$ cat config.mk
export PLATFORM = sky130hd
export DESIGN_NAME = spi_cmd_engine
export DESIGN_NICKNAME = d
export VERILOG_FILES = /design/src/rtl/spi_cmd_pkg.sv /design/src/rtl/spi_clk_div.sv /design/src/rtl/spi_xfer_fsm.sv /design/src/rtl/spi_cmd_engine.sv
export SDC_FILE = /design/constraint.sdc
export NUM_CORES = 1
export LEC_CHECK = 0
export CAP_MARGIN = 40
export CORE_UTILIZATION = 25
export DETAILED_ROUTE_END_ITERATION = 8
export PLACE_DENSITY = 0.42
export SYNTH_ARGS = -nofsm -noshare
export SYNTH_HDL_FRONTEND = slang
export SYNTH_HIERARCHICAL = 1
export SYNTH_SLANG_ARGS = --single-unit
$ cat constraint.sdc
create_clock -name clk -period 2.8 [get_ports clk]
set_input_delay 0.56 -clock clk [delete_from_list [all_inputs] [get_ports clk]]
set_output_delay 0.56 -clock clk [all_outputs]
set_load 0.02 [all_outputs]
$ cat src/rtl/spi_cmd_pkg.sv
package spi_cmd_pkg;

  localparam int unsigned REG_W      = 32;
  localparam int unsigned CNT_W      = 4;
  localparam int unsigned IDX_W      = CNT_W + 1;
  localparam int unsigned LANES      = REG_W / 8;

  localparam logic [3:0] OFS_CTRL    = 4'h0;
  localparam logic [3:0] OFS_CMD     = 4'h4;
  localparam logic [3:0] OFS_DATA    = 4'h8;

  localparam int unsigned B_START    = 8;
  localparam int unsigned B_BUSY     = 16;
  localparam int unsigned B_SIZE_LO  = 17;
  localparam int unsigned B_CSEL_LO  = 24;

  typedef enum logic [1:0] {
    XS_IDLE,
    XS_SHIFT,
    XS_GAP
  } xfer_state_t;

  // Outgoing byte for stream index idx; zero once past the send count.
  function automatic logic [7:0] pick_tx_byte(
    input logic [IDX_W-1:0] idx,
    input logic [CNT_W-1:0] tx_cnt,
    input logic [REG_W-1:0] cmd_word,
    input logic [REG_W-1:0] data_word
  );
    logic [7:0] b;
    b = 8'h00;
    if (idx < {1'b0, tx_cnt}) begin
      case (idx)
        5'd0: b = cmd_word[7:0];
        5'd1: b = cmd_word[31:24];
        5'd2: b = cmd_word[23:16];
        5'd3: b = cmd_word[15:8];
        5'd4: b = data_word[7:0];
        5'd5: b = data_word[15:8];
        5'd6: b = data_word[23:16];
        5'd7: b = data_word[31:24];
        default: b = 8'h00;
      endcase
    end
    return b;
  endfunction

endpackage

$ cat src/rtl/spi_clk_div.sv
module spi_clk_div #(
  parameter int unsigned SEL_W = 2
) (
  input  logic             clk,
  input  logic             rst,
  input  logic             run,
  input  logic [SEL_W-1:0] sel,
  output logic             tick
);
  localparam int unsigned MAX_HALF = 1 << ((1 << SEL_W) - 1);
  localparam int unsigned CW       = (MAX_HALF > 1) ? $clog2(MAX_HALF) : 1;

  logic [CW-1:0] cnt_q;
  logic [CW-1:0] limit;

  // Half period is 2^sel cycles; tick marks each serial clock edge.
  assign limit = CW'((1 << sel) - 1);
  assign tick  = run && (cnt_q == limit);

  always_ff @(posedge clk) begin
    if (rst || !run) begin
      cnt_q <= '0;
    end else if (tick) begin
      cnt_q <= '0;
    end else begin
      cnt_q <= cnt_q + 1'b1;
    end
  end

endmodule

$ cat src/rtl/spi_xfer_fsm.sv
module spi_xfer_fsm
  import spi_cmd_pkg::*;
(
  input  logic             clk,
  input  logic             rst,
  input  logic             start,
  input  logic [CNT_W-1:0] tx_cnt,
  input  logic [CNT_W-1:0] rx_cnt,
  input  logic [REG_W-1:0] cmd_word,
  input  logic [REG_W-1:0] data_word,
  input  logic             tick,
  output logic             run,
  output logic             busy,
  output logic             sck,
  output logic             cs_n,
  output logic             mosi,
  input  logic             miso,
  output logic             rx_we,
  output logic [1:0]       rx_lane,
  output logic [7:0]       rx_byte
);
  xfer_state_t      state_q;
  logic [IDX_W-1:0] byte_idx_q;
  logic [2:0]       bit_idx_q;
  logic             sck_q, cs_n_q, mosi_q, gap_half_q;
  logic [7:0]       rx_sr_q;
  logic             rx_we_q;
  logic [1:0]       rx_lane_q;
  logic [7:0]       rx_byte_q;

  logic [IDX_W-1:0] total, last_idx, rx_idx;
  logic [7:0]       cur_byte, next_byte, first_byte;
  logic [2:0]       next_bit;
  logic             in_rx, lane_ok;

  assign total      = {1'b0, tx_cnt} + {1'b0, rx_cnt};
  assign last_idx   = total - 1'b1;
  assign rx_idx     = byte_idx_q - {1'b0, tx_cnt};
  assign in_rx      = (byte_idx_q >= {1'b0, tx_cnt});
  assign lane_ok    = (rx_idx < IDX_W'(LANES));
  assign cur_byte   = pick_tx_byte(byte_idx_q, tx_cnt, cmd_word, data_word);
  assign next_byte  = pick_tx_byte(byte_idx_q + 1'b1, tx_cnt, cmd_word, data_word);
  assign first_byte = pick_tx_byte('0, tx_cnt, cmd_word, data_word);
  assign next_bit   = bit_idx_q - 3'd1;

  always_ff @(posedge clk) begin
    if (rst) begin
      state_q    <= XS_IDLE;
      byte_idx_q <= '0;
      bit_idx_q  <= 3'd7;
      sck_q      <= 1'b0;
      cs_n_q     <= 1'b1;
      mosi_q     <= 1'b0;
      gap_half_q <= 1'b0;
      rx_sr_q    <= '0;
      rx_we_q    <= 1'b0;
      rx_lane_q  <= '0;
      rx_byte_q  <= '0;
    end else begin
      rx_we_q <= 1'b0;
      case (state_q)
        XS_IDLE: begin
          if (start && (total != '0)) begin
            state_q    <= XS_SHIFT;
            cs_n_q     <= 1'b0;
            byte_idx_q <= '0;
            bit_idx_q  <= 3'd7;
            mosi_q     <= first_byte[7];
          end
        end
        XS_SHIFT: begin
          if (tick) begin
            if (!sck_q) begin
              sck_q   <= 1'b1;
              rx_sr_q <= {rx_sr_q[6:0], miso};
            end else begin
              sck_q <= 1'b0;
              if (bit_idx_q != 3'd0) begin
                bit_idx_q <= next_bit;
                mosi_q    <= cur_byte[next_bit];
              end else begin
                if (in_rx && lane_ok) begin
                  rx_we_q   <= 1'b1;
                  rx_lane_q <= rx_idx[1:0];
                  rx_byte_q <= rx_sr_q;
                end
                if (byte_idx_q == last_idx) begin
                  state_q    <= XS_GAP;
                  cs_n_q     <= 1'b1;
                  mosi_q     <= 1'b0;
                  gap_half_q <= 1'b0;
                end else begin
                  byte_idx_q <= byte_idx_q + 1'b1;
                  bit_idx_q  <= 3'd7;
                  mosi_q     <= next_byte[7];
                end
              end
            end
          end
        end
        XS_GAP: begin
          if (tick) begin
            gap_half_q <= 1'b1;
            if (gap_half_q) state_q <= XS_IDLE;
          end
        end
        default: state_q <= XS_IDLE;
      endcase
    end
  end

  assign run     = (state_q != XS_IDLE);
  assign busy    = (state_q != XS_IDLE);
  assign sck     = sck_q;
  assign cs_n    = cs_n_q;
  assign mosi    = mosi_q;
  assign rx_we   = rx_we_q;
  assign rx_lane = rx_lane_q;
  assign rx_byte = rx_byte_q;

  // clock parked low whenever the device is deselected
  a_r6_sck_idle_low: assert property (@(posedge clk) disable iff (rst)
    cs_n_q |-> !sck_q);

  // data out never moves on a rising serial clock edge
  a_r6_mosi_setup: assert property (@(posedge clk) disable iff (rst)
    $rose(sck_q) |-> $stable(mosi_q));

  // MOSI rests low outside a transaction
  a_r4_mosi_rest_low: assert property (@(posedge clk) disable iff (rst)
    (state_q == XS_IDLE) |-> !mosi_q);

endmodule

$ cat src/rtl/spi_cmd_engine.sv
module spi_cmd_engine
  import spi_cmd_pkg::*;
#(
  parameter int unsigned ADDR_W    = 4,
  parameter int unsigned CLK_SEL_W = 2
) (
  input  logic              clk,
  input  logic              rst,
  input  logic              bus_wr,
  input  logic              bus_rd,
  input  logic [ADDR_W-1:0] bus_addr,
  input  logic [31:0]       bus_wdata,
  output logic [31:0]       bus_rdata,
  output logic              spi_sck,
  output logic              spi_cs_n,
  output logic              spi_mosi,
  input  logic              spi_miso
);
  logic [CNT_W-1:0]     tx_cnt_q, rx_cnt_q;
  logic [1:0]           size_q;
  logic [CLK_SEL_W-1:0] clk_sel_q;
  logic [REG_W-1:0]     cmd_q;
  logic [REG_W-1:0]     data_q;
  logic                 start_q;
  logic [31:0]          rdata_q;

  logic eng_busy, busy_any, run, tick;
  logic rx_we;
  logic [1:0] rx_lane;
  logic [7:0] rx_byte;
  logic wr_ctrl, wr_cmd, wr_data, go;
  logic [31:0] ctrl_view;
  logic unused_wbits;

  assign busy_any = eng_busy | start_q;
  assign wr_ctrl  = bus_wr && (bus_addr == ADDR_W'(OFS_CTRL)) && !busy_any;
  assign wr_cmd   = bus_wr && (bus_addr == ADDR_W'(OFS_CMD))  && !busy_any;
  assign wr_data  = bus_wr && (bus_addr == ADDR_W'(OFS_DATA)) && !busy_any;
  assign go       = wr_ctrl && bus_wdata[B_START] && (bus_wdata[7:0] != 8'h00);

  assign unused_wbits = ^{bus_wdata[31:26], bus_wdata[23:19], bus_wdata[16:9]};

  always_ff @(posedge clk) begin
    if (rst) begin
      tx_cnt_q  <= '0;
      rx_cnt_q  <= '0;
      size_q    <= '0;
      clk_sel_q <= '0;
      cmd_q     <= '0;
      start_q   <= 1'b0;
    end else begin
      start_q <= go;
      if (wr_ctrl) begin
        tx_cnt_q  <= bus_wdata[CNT_W-1:0];
        rx_cnt_q  <= bus_wdata[2*CNT_W-1:CNT_W];
        size_q    <= bus_wdata[B_SIZE_LO+1:B_SIZE_LO];
        clk_sel_q <= bus_wdata[B_CSEL_LO+CLK_SEL_W-1:B_CSEL_LO];
      end
      if (wr_cmd) cmd_q <= bus_wdata;
    end
  end

  // Data word: one byte lane per generate step, fed by bus or receiver.
  for (genvar g = 0; g < LANES; g++) begin : g_lane
    always_ff @(posedge clk) begin
      if (rst) begin
        data_q[8*g +: 8] <= '0;
      end else if (wr_data) begin
        data_q[8*g +: 8] <= bus_wdata[8*g +: 8];
      end else if (rx_we && (rx_lane == 2'(g))) begin
        data_q[8*g +: 8] <= rx_byte;
      end
    end
  end

  always_comb begin
    ctrl_view = '0;
    ctrl_view[CNT_W-1:0]                         = tx_cnt_q;
    ctrl_view[2*CNT_W-1:CNT_W]                   = rx_cnt_q;
    ctrl_view[B_BUSY]                            = busy_any;
    ctrl_view[B_SIZE_LO+1:B_SIZE_LO]             = size_q;
    ctrl_view[B_CSEL_LO+CLK_SEL_W-1:B_CSEL_LO]   = clk_sel_q;
  end

  always_ff @(posedge clk) begin
    if (rst) begin
      rdata_q <= '0;
    end else if (bus_rd) begin
      case (bus_addr)
        ADDR_W'(OFS_CTRL): rdata_q <= ctrl_view;
        ADDR_W'(OFS_CMD):  rdata_q <= cmd_q;
        ADDR_W'(OFS_DATA): rdata_q <= data_q;
        default:           rdata_q <= '0;
      endcase
    end
  end
  assign bus_rdata = rdata_q;

  spi_clk_div #(.SEL_W(CLK_SEL_W)) u_div (
    .clk  (clk),
    .rst  (rst),
    .run  (run),
    .sel  (clk_sel_q),
    .tick (tick)
  );

  spi_xfer_fsm u_fsm (
    .clk       (clk),
    .rst       (rst),
    .start     (start_q),
    .tx_cnt    (tx_cnt_q),
    .rx_cnt    (rx_cnt_q),
    .cmd_word  (cmd_q),
    .data_word (data_q),
    .tick      (tick),
    .run       (run),
    .busy      (eng_busy),
    .sck       (spi_sck),
    .cs_n      (spi_cs_n),
    .mosi      (spi_mosi),
    .miso      (spi_miso),
    .rx_we     (rx_we),
    .rx_lane   (rx_lane),
    .rx_byte   (rx_byte)
  );

  // Checker state: cycles chip select has been high, saturating.
  logic [4:0] cs_hi_cnt;
  always_ff @(posedge clk) begin
    if (rst || !spi_cs_n) cs_hi_cnt <= '0;
    else if (cs_hi_cnt != 5'd31) cs_hi_cnt <= cs_hi_cnt + 1'b1;
  end

  // an accepted start selects the device on the next cycle
  a_r3_start_selects: assert property (@(posedge clk) disable iff (rst)
    start_q |=> !spi_cs_n);

  // busy drops only after a full serial period of deselect
  a_r8_gap_before_idle: assert property (@(posedge clk) disable iff (rst)
    $fell(eng_busy) |-> (cs_hi_cnt >= (5'd2 << clk_sel_q)));

  // control fields frozen while busy
  a_r9_ctrl_frozen: assert property (@(posedge clk) disable iff (rst)
    busy_any |=> ($stable(tx_cnt_q) && $stable(rx_cnt_q) && $stable(clk_sel_q) && $stable(cmd_q)));

  // an empty start leaves the engine idle
  a_r10_empty_start: assert property (@(posedge clk) disable iff (rst)
    (bus_wr && (bus_addr == ADDR_W'(OFS_CTRL)) && bus_wdata[B_START]
     && (bus_wdata[7:0] == 8'h00) && !busy_any) |=> !busy_any);

endmodule

==> flow_summary_export.csv <==
group,metric,value,unit
worst_setup_path,crit_arrival,3.08,ns
pwr,clockPowerShare,0.487,
worst_setup_path,criticalPathCategory,"flop to flop",
clock_tree,clockRootBuffer,"clkbuf_16",
drt,dr.first_iter.drc_count,507,
synth,synth_top_cells_by_count,"145 x dfxtp_1, 138 x nand2_1, 71 x a21oi_1",
hold_path,hold_class,"flop to flop",
worst_setup_path,worst-path-buf-inv,1,
hold_path,min_path_cells,2,
sta,max_freq,362,MHz
worst_setup_path,max_stage_delay,0.55,ns
global_route,grt.total_usage,0.182,
run,maxCapViolations,0,
pwr,power_density,483,nW/µm²
drt,ant_nets,0,
drt,drt_pass1_iterations,7,
clock_tree,clock_latency,0.43,ns
global_route,grt_pass1_wl,43.4,mm
sta,period_needed,2.76,ns
synth,syn_area,7750,µm²
placement,io_buffers,75,
clock_tree,h-tree-depth,4,
worst_setup_path,cp_top_family,"adder cells",
pwr,internal_power,3570,µW
floorplanning,ios,76,
clock_tree,cts_sinks,145,
placement,dp.cells,1356,
hold_path,worst_hold_startpoint,"bus_rdata[8]$_SDFFE_PP0P_",
pwr,peakVddDrop,0.432,mV
placement,pre_cts_ws,-0.0334,ns
global_route,grt_overflow,0,
worst_setup_path,cp.depth,10,
cells_and_area,final_net_count,1046,
drt,avgViaCountPerCell,5.25,
cells_and_area,area_growth,25.9,%
drt,post_drt_wl_per_cell,20.3,µm
sta,rsz0062_at_grt,"true",
synth,synth-seq-cells,145,
global_route,grt_max_degree,59,
synth,avgSynthCellArea,8.49,µm²
pwr,swShare,0.243,
sta,fin_skew,0.0100,ns
global_route,antenna_found_initial,0,
pwr,leakage,0.00316,µW
synth,ys_types,77,
drt,drc,0,
pwr,seqPwrFrac,0.446,
floorplanning,die_w,178,µm
cells_and_area,drive_gt1_frac,0.163,
synth,synth-async-reset-ratio,0,
sta,drv_slew,0,
cells_and_area,antennaDiodeCount,0,
floorplanning,die_area,31700,µm²
worst_setup_path,startpoint,"tx_cnt_q[0]$_SDFFE_PP0P_",
floorplanning,start_util,0.254,
worst_setup_path,crit_path_frequent_cell,"ha_4",
sta,hold_viol,0,
placement,hpwl,20.1,mm
clock_tree,clkTransAtPathRegs,0.06,ns
synth,yosysMostFrequentCell,"dfxtp_1",
clock_tree,cts_tree,"built",
synth,synthCells,912,
synth,ys.flop_type,"dfxtp_1",
floorplanning,die_y,178,µm
clock_tree,clockBufferDepth,2,
cells_and_area,stdcell_count,1389,
drt,num_vias,7296,
worst_setup_path,startpoint_type,"flop",
worst_setup_path,critPathMaxFanout,5,
worst_setup_path,r2r_cells,10,
synth,syn-num-nets,977,
synth,synth_area_leaders,"dfxtp_1 37%, nand2_1 6.7%, a21oi_1 4.6%, nor3_2 3.9%, nand3_1 3.7%",
drt,wl,28.2,mm
synth,synth_area_leader_cell,"dfxtp_1",
synth,synth-warning-count,6,
clock_tree,cts_made_buffers,17,
worst_setup_path,endpoint_kind,"flop",
global_route,grt_pass1_vias,7156,
sta,worst_pin_slew,0.877,ns
floorplanning,rows,64,
worst_setup_path,crit_chain,"ha_4, fa_1, inv_2, ha_4, xnor2_2, xnor2_1, a32oi_1, o32a_4, nor3b_4, a221o_1",
synth,netlist.area_leader.share,0.375,
sta,fin_crit_sh,0.987,
worst_setup_path,crit_slowest_cell,"fa_1",
run_status,status,"finished clean",
sta,worst_slack,0.0356,ns
floorplanning,core_area,30500,µm²
synth,seq_area_frac_synth,0.375,
pwr,combinationalPowerShare,0.067,
cells_and_area,fin_area,9760,µm²
placement,place_congestion,0.846,
sta,max_slew_margin,0.414,
pwr,switchingPower,1140,µW
worst_setup_path,reg2reg_from,"tx_cnt_q[0]$_SDFFE_PP0P_",
synth,synth_edf_count,0,
sta,setup_viol,0,
placement,post_dp_cell_area,9050,µm²
worst_setup_path,worst_ep_required_time,3.12,ns
[final cells by class]
class / instances / area, µm²
inverter: 14 / 52.6
tap: 396 / 495
sequential: 145 / 2910
timing repair buffer: 129 / 1230
multi-input combinational: 674 / 4490
clock inverter: 7 / 72.6
clock buffer: 24 / 512
fill: 3256 / 20800
[tightest hold or removal path: stages (launching register included)]
cell     delay [ns]
dfxtp_1        0.31
nand2_1        0.05
o21ai_1        0.05
[path summary, 6_finish.rpt]
path | end | slack, ns
worst min register to register | bus_rdata[8]$_SDFFE_PP0P_ | 0.45
worst min-delay path | bus_rdata[8]$_SDFFE_PP0P_ | 0.45
worst max-delay path | u_fsm/byte_idx_q[3]$_SDFFE_PP0P_ | 0.04
worst max register to register | u_fsm/byte_idx_q[3]$_SDFFE_PP0P_ | 0.04
[routing by layer]
layer	track usage	up-vias	wire (µm)
li1	-	3509	-
met1	0.252	3574	13600
met2	0.283	187	12700
met3	0.0330	26	1290
met4	0.0570	0	523
met5	0	-	0
[cell families after synthesis]
logic type / Yosys count / share of synthesized area
buf+inv: 93 / 0.0625
fa+ha+maj: 24 / 0.0407
simple gates: 325 / 0.228
flops: 145 / 0.375
mux: 26 / 0.0349
xor+xnor: 15 / 0.0170
compound gates: 284 / 0.242
[power groups by stage]
stage | sequential (µW) | combinational, µW | clock [µW]
2_1_floorplan | 2140 | 155 | 0
3_3_place_gp | 2150 | 312 | 0
3_5_place_dp | 2150 | 311 | 0
4_1_cts | 2100 | 315 | 2350
5_1_grt | 2100 | 339 | 2440
6_report | 2100 | 315 | 2300
[layout by cell type, fill, tap and decap left out, drive strengths merged, types with 8 or more instances in the layout]
| cell type | instances |
|---|---|
| nor2 | 29 |
| a22oi | 25 |
| nand3 | 57 |
| nor2b | 8 |
| ha | 22 |
| inv | 16 |
| o21ai | 92 |
| dfxtp | 145 |
| buf | 55 |
| a311oi | 34 |
| nand2 | 138 |
| a222oi | 14 |
| nor3 | 37 |
| xnor2 | 13 |
| a21oi | 72 |
| mux2i | 21 |
| nor4 | 8 |
| clkdlybuf4s50 | 74 |
| clkbuf | 24 |
[through the flow]
stage / util / hold WS [ns] / total power (µW) / setup TNS (ns)
global placement: 0.297 / 0.436 / 2460 / -0.0192
global route: 0.320 / 0.467 / 4880 / -0.121
floorplan: - / 0.435 / 2290 / 0
finish: 0.320 / 0.446 / 4710 / 0
detailed placement: 0.297 / 0.444 / 2460 / -0.103
CTS: 0.317 / 0.453 / 4760 / 0
[repair_timing]
item | in CTS | in global routing
pin swaps | 3 | 8
gates resized for setup | 5 | 15
hold buffers | 0 | 0
setup endpoints to repair | 6 | 13
buffers inserted | 1 | 1
[registers in the layout, indices dropped and copies added (netlist names), 2 cells and up]
name,count
u_div/cnt_q,3
u_fsm/rx_lane,2
u_fsm/bit_idx_q,3
u_fsm/byte_idx_q,5
data_q,32
u_fsm/state_q,2
cmd_q,32
u_fsm/rx_sr_q,8
size_q,2
u_fsm/rx_byte,8
clk_sel_q,2
bus_rdata,32
tx_cnt_q,4
rx_cnt_q,4
Note: power is estimated with default switching activity, not from simulation.
